## src/rtl/maint_ll_pkg.sv

```systemverilog
package maint_ll_pkg;

    localparam int ADDR_W = 3;
    localparam int INFO_W = 8;
    localparam int WORD_W = ADDR_W + 1 + INFO_W;

    typedef struct packed {
        logic [ADDR_W-1:0] addr;
        logic              dm;
        logic [INFO_W-1:0] info;
    } op_word_t;

    typedef enum logic [1:0] {
        MM_ECHO   = 2'b00,
        MM_EVERY  = 2'b01,
        MM_CHANGE = 2'b10,
        MM_CHG_B  = 2'b11
    } msg_mode_e;

    typedef enum logic [1:0] {
        BF_RAW  = 2'b00,
        BF_LOOK = 2'b01,
        BF_CRC  = 2'b10,
        BF_RSV  = 2'b11
    } bit_filt_e;

    function automatic logic is_local_cmd(op_word_t w, logic [ADDR_W-1:0] own);
        return (w.addr == own) && w.dm;
    endfunction

endpackage

```

## src/rtl/mm_msg_path.sv

```systemverilog
module mm_msg_path
    import maint_ll_pkg::*;
#(
    parameter logic [ADDR_W-1:0] NT_ADDR = '0
) (
    input  logic       clk,
    input  logic       rst,
    input  msg_mode_e  mode,
    input  logic       in_valid,
    input  op_word_t   in_word,
    input  logic       rd,
    output logic       echo_valid,
    output op_word_t   echo_word,
    output logic       cmd_valid,
    output logic [INFO_W-1:0] cmd_code,
    output op_word_t   rep_word,
    output logic       rep_irq
);

    logic is_echo;
    logic report_now;

    always_comb begin
        is_echo = (mode == MM_ECHO);
        unique case (mode)
            MM_ECHO:  report_now = 1'b0;
            MM_EVERY: report_now = in_valid;
            default:  report_now = in_valid && (in_word != rep_word);
        endcase
    end

    always_ff @(posedge clk) begin
        if (rst) begin
            echo_valid <= 1'b0;
            echo_word  <= '0;
            cmd_valid  <= 1'b0;
            cmd_code   <= '0;
            rep_word   <= '0;
            rep_irq    <= 1'b0;
        end else begin
            echo_valid <= in_valid && is_echo;
            cmd_valid  <= in_valid && is_echo && is_local_cmd(in_word, NT_ADDR);
            if (in_valid && is_echo) begin
                echo_word <= in_word;
                cmd_code  <= in_word.info;
            end
            if (report_now) begin
                rep_word <= in_word;
                rep_irq  <= 1'b1;
            end else if (rd) begin
                rep_irq  <= 1'b0;
            end
        end
    end

endmodule

```

## src/rtl/mm_bit_filter.sv

```systemverilog
module mm_bit_filter
    import maint_ll_pkg::*;
#(
    parameter int LOOKS = 3,
    localparam int CW = $clog2(LOOKS + 1)
) (
    input  logic      clk,
    input  logic      rst,
    input  bit_filt_e sel,
    input  logic      sample_en,
    input  logic      bit_in,
    input  logic      crc_ok,
    output logic      bit_q,
    output logic      bit_nxt
);

    logic          cand;
    logic [CW-1:0] run;
    logic [CW-1:0] run_nxt;
    logic          pend;
    logic          pend_v;
    logic          look_hit;

    always_comb begin
        if (run != '0 && bit_in == cand)
            run_nxt = (run == CW'(LOOKS)) ? run : run + CW'(1);
        else
            run_nxt = CW'(1);
        look_hit = (run_nxt == CW'(LOOKS));

        bit_nxt = bit_q;
        if (sample_en) begin
            unique case (sel)
                BF_LOOK: if (look_hit) bit_nxt = bit_in;
                BF_CRC:  if (pend_v)   bit_nxt = pend;
                default: bit_nxt = bit_in;
            endcase
        end
    end

    always_ff @(posedge clk) begin
        if (rst) begin
            cand   <= 1'b0;
            run    <= '0;
            pend   <= 1'b0;
            pend_v <= 1'b0;
            bit_q  <= 1'b0;
        end else begin
            bit_q <= bit_nxt;
            if (sample_en) begin
                cand   <= bit_in;
                run    <= run_nxt;
                pend   <= bit_in;
                pend_v <= crc_ok;
            end
        end
    end

endmodule

```

## src/rtl/maint_lastlook_filter.sv

```systemverilog
module maint_lastlook_filter
    import maint_ll_pkg::*;
#(
    parameter int NBITS = 4,
    parameter int LOOKS = 3,
    parameter logic [2:0] NT_ADDR = 3'd0
) (
    input  logic               clk,
    input  logic               rst,
    input  logic [1:0]         msg_mode,
    input  logic [2*NBITS-1:0] bit_mode,
    input  logic               msg_valid,
    input  logic [2:0]         msg_addr,
    input  logic               msg_dm,
    input  logic [7:0]         msg_info,
    input  logic               sf_valid,
    input  logic [NBITS-1:0]   ovh_bits,
    input  logic               crc_ok,
    input  logic               msg_rd,
    input  logic               stat_rd,
    output logic               echo_valid,
    output logic [2:0]         echo_addr,
    output logic               echo_dm,
    output logic [7:0]         echo_info,
    output logic               cmd_valid,
    output logic [7:0]         cmd_code,
    output logic               msg_irq,
    output logic [11:0]        msg_data,
    output logic               stat_irq,
    output logic [NBITS-1:0]   stat_data
);

    op_word_t         in_word;
    op_word_t         echo_word;
    op_word_t         rep_word;
    logic [NBITS-1:0] stat_nxt;

    assign in_word = '{addr: msg_addr, dm: msg_dm, info: msg_info};

    mm_msg_path #(.NT_ADDR(NT_ADDR)) u_msg (
        .clk        (clk),
        .rst        (rst),
        .mode       (msg_mode_e'(msg_mode)),
        .in_valid   (msg_valid),
        .in_word    (in_word),
        .rd         (msg_rd),
        .echo_valid (echo_valid),
        .echo_word  (echo_word),
        .cmd_valid  (cmd_valid),
        .cmd_code   (cmd_code),
        .rep_word   (rep_word),
        .rep_irq    (msg_irq)
    );

    assign echo_addr = echo_word.addr;
    assign echo_dm   = echo_word.dm;
    assign echo_info = echo_word.info;
    assign msg_data  = rep_word;

    for (genvar g = 0; g < NBITS; g++) begin : g_bit
        mm_bit_filter #(.LOOKS(LOOKS)) u_filt (
            .clk       (clk),
            .rst       (rst),
            .sel       (bit_filt_e'(bit_mode[2*g +: 2])),
            .sample_en (sf_valid),
            .bit_in    (ovh_bits[g]),
            .crc_ok    (crc_ok),
            .bit_q     (stat_data[g]),
            .bit_nxt   (stat_nxt[g])
        );
    end

    always_ff @(posedge clk) begin
        if (rst)
            stat_irq <= 1'b0;
        else if (stat_nxt != stat_data)
            stat_irq <= 1'b1;
        else if (stat_rd)
            stat_irq <= 1'b0;
    end

endmodule

```

## config.mk

```make
export PLATFORM = sky130hd
export DESIGN_NAME = maint_lastlook_filter
export DESIGN_NICKNAME = d
export VERILOG_FILES = /design/src/rtl/maint_ll_pkg.sv /design/src/rtl/mm_msg_path.sv /design/src/rtl/mm_bit_filter.sv /design/src/rtl/maint_lastlook_filter.sv
export SDC_FILE = /design/constraint.sdc
export NUM_CORES = 1
export LEC_CHECK = 0
export BUFFER_PORTS_ARGS = -buffer_cell sky130_fd_sc_hd__buf_2
export CORE_AREA = 2 2 93 95
export CTS_CLUSTER_SIZE = 12
export DETAILED_ROUTE_END_ITERATION = 16
export DIE_AREA = 0 0 95 97
export GPL_TIMING_DRIVEN = 0
export MAX_ROUTING_LAYER = met4
export PLACE_DENSITY = 0.52
export RECOVER_POWER = 50
export SYNTH_ARGS = -nofsm -noshare
export SYNTH_HDL_FRONTEND = slang
export SYNTH_SLANG_ARGS = --single-unit
export TNS_END_PERCENT = 1
```

## constraint.sdc

```tcl
create_clock -name clk -period 4.8 [get_ports clk]
set_clock_uncertainty 0.2 [all_clocks]
set_input_delay 0 -clock clk [delete_from_list [all_inputs] [get_ports clk]]
set_output_delay 0 -clock clk [all_outputs]
set_load 0.02 [all_outputs]
```

==> results.json <==
{
  "status": "finished, final reports clean",
  "syn_inst": 301,
  "crit_top_cell": "buf_2",
  "worst_pin_slew_ns": 0.591,
  "io_pins": 73,
  "via_per_inst": 4.67,
  "postCtsSetupRepairBufs": 0,
  "track_usage": 0.148,
  "syn_area_per_cell_um2": 7.94,
  "cp-end-kind": "flip-flop",
  "cp.arrival_ns": 1.85,
  "max_stage_delay_ns": 0.53,
  "hpwl_mm": 4.74,
  "p_leak_nw": 1.26,
  "vias": 2371,
  "cts_sinks": 45,
  "p_sw_mw": 0.269,
  "initial_core_util": 0.294,
  "syn2layout_area_growth_pct": 32.2,
  "yosysSeqAreaShare": 0.377,
  "hold_path_class": "input port to flip-flop",
  "synth-async-reset-ratio": 0,
  "synth_top_area_cell": "dfxtp_1",
  "fmax_mhz": 536,
  "grt_max_degree": 17,
  "period_minus_slack_ns": 1.87,
  "hold_viol": 0,
  "required_ns": 4.79,
  "path_cells": "dlygate4sd3_1 -> buf_2 -> xor2_1 -> nor4_2 -> nand4bb_1 -> buf_2 -> a21oi_1 -> nor2_1",
  "grt_pass1_wl_mm": 10.6,
  "h-tree-depth": 2,
  "path_clk_slew_ns": 0.10,
  "p_comb_frac": 0.211,
  "crit_fanout": 10,
  "clkLatencyLatePin_ns": 0.31,
  "path_class": "input port to flip-flop",
  "synth.area.top_cells": "dfxtp_1 38%, a21oi_1 8.2%, nand2_1 6.9%",
  "cts_root_buffer": "clkbuf_8",
  "finalMaxSlewViolations": 0,
  "setup_viol": 0,
  "worst_setup_path_start_kind": "input port",
  "clockPowerShare": 0.301,
  "drc": 0,
  "cap_violations": 0,
  "period_share": 0.389,
  "p_int_mw": 0.580,
  "ant_nets": 0,
  "die_area_um2": 9220,
  "wire_per_inst_um": 12.9,
  "tns_ns": 0,
  "die_w_um": 95,
  "synthMostInstantiatedCell": "dfxtp_1",
  "grt_pass1_vias": 2288,
  "num_antenna_cells": 0,
  "synth_area_um2": 2390,
  "port-buffer-count": 70,
  "hold_buffers": 24,
  "yosysUniqueCellTypes": 36,
  "syn-num-nets": 342,
  "dr.pass1.iters": 4,
  "antenna_found_initial": 0,
  "row_count": 33,
  "die_height_um": 97,
  "seqPwrFrac": 0.488,
  "synth_edf_count": 0,
  "synth_warnings": 0,
  "netlist.area_leader.share": 0.377,
  "layout-drive-gt1-share": 0.161,
  "hold_ws_ns": 0.00684,
  "final_nets": 443,
  "gp_congestion": 0.801,
  "drt_wl_total_mm": 6.58,
  "p_sw_frac": 0.317,
  "synth_ff_type": "dfxtp_1",
  "synth_seq_cells": 45,
  "drt_iter0_drc": 34,
  "cts_buffer_depth": 2,
  "yosys-top-cells-count": "45 x dfxtp_1, 44 x nand2_1, 39 x a21oi_1",
  "rsz0062_at_grt": "no",
  "peakVddDrop_v": 0.0000968,
  "slew_headroom": 0.606,
  "grt_overflow": 0,
  "coreArea_um2": 8130,
  "cts_tree": "yes",
  "post_cts_resized": 0,
  "numCtsBuffers": 5,
  "crit_slowest_cell": "dlygate4sd3_1",
  "p_per_area_nw_per_um2": 269
}
[cells in the final DEF, fill, tap and decap left out, drive strengths merged, types with 2 or more instances in the layout]
cell	Yosys	routed
a21oi	39	39
nand3	16	16
ha	8	8
xor2	8	8
mux2i	5	5
and2	2	2
dfxtp	45	45
nor2	18	18
a211oi	5	5
nor3	9	9
dlygate4sd3	0	24
clkbuf	11	55
mux2	4	4
nand2	44	44
inv	18	20
a221oi	2	2
nand4	4	4
xnor2	8	8
o221a	4	4
buf	16	47
nor2b	6	6
o21ai	18	18
[cells by family (layout without fill, tap and decap cells)]
group	Yosys count	count (layout)	synth area share
buffers and inverters	46	148	0.0937
adder cells (fa/ha/maj)	8	8	0.0419
XOR/XNOR	16	16	0.0586
multiplexers	9	9	0.0398
flip-flops	45	45	0.377
AND/OR/NAND/NOR	104	104	0.204
AO/OA/AOI/OAI	73	73	0.186
[power by group through the flow]
stage	logic, mW	registers (mW)	clock network, mW
after global placement	0.166	0.422	0
after floorplan	0.0986	0.432	0
after CTS	0.184	0.414	0.259
after global routing	0.200	0.418	0.274
after detailed placement	0.168	0.422	0
final	0.179	0.414	0.255
[worst max-delay path: cells and delay by family]
kind	cells	cell delay, ns
simple gates	3	0.61
buf+inv	3	0.92
compound gates	1	0.16
xor+xnor	1	0.17
[flip-flops by register name, summed over array words and instances (netlist names)]
name                 flops
g_bit.u_filt.run         8
g_bit.u_filt.cand        4
stat_irq                 1
g_bit.u_filt.bit_q       4
g_bit.u_filt.pend_v      1
u_msg.echo_valid         1
u_msg.rep_word          12
u_msg.rep_irq            1
u_msg.echo_word         12
u_msg.cmd_valid          1
[path summary, 6_finish.rpt]
check	cells after the start	slack [ns]	endpoint	start
max	8	2.93	u_msg.rep_irq	msg_info[0]
max reg2reg	6	2.96	u_msg.rep_irq	u_msg.rep_word[0]
min reg2reg	2	0.26	u_msg.echo_word[9]	u_msg.echo_word[9]
min	4	0.007	g_bit[2].u_filt.run[0]	sf_valid
[metrics by stage]
stage           util  power, mW  setup WS, ns  std cells  area, um2
5_1_grt        0.389      0.892          2.81        508       3160
4_1_cts        0.394      0.857          2.93        508       3210
3_5_place_dp   0.353      0.591          2.97        476       2870
6_report       0.389      0.849          2.93        508       3160
3_3_place_gp   0.353      0.589          2.94        476       2870
2_1_floorplan      -      0.530          3.08        301       2390
[metal layers]
layer / vias to the layer above / share of wire / GRT usage
met5: - / 0 / -
met4: 0 / 0.0021 / 0.0368
met3: 2 / 0.056 / 0.0257
met2: 73 / 0.46 / 0.248
met1: 1073 / 0.48 / 0.182
li1: 1223 / - / -
[final cells by class]
| class | instances | area (um2) |
|---|---|---|
| clock buffer | 5 | 68.8 |
| timing repair buffer | 94 | 544 |
| clock inverter | 3 | 25.0 |
| inverter | 19 | 71.3 |
| sequential | 45 | 901 |
| tap | 105 | 131 |
| buffer | 27 | 153 |
| fill | 879 | 4970 |
| multi-input combinational | 210 | 1270 |
Note: power is estimated with default switching activity, not from simulation.
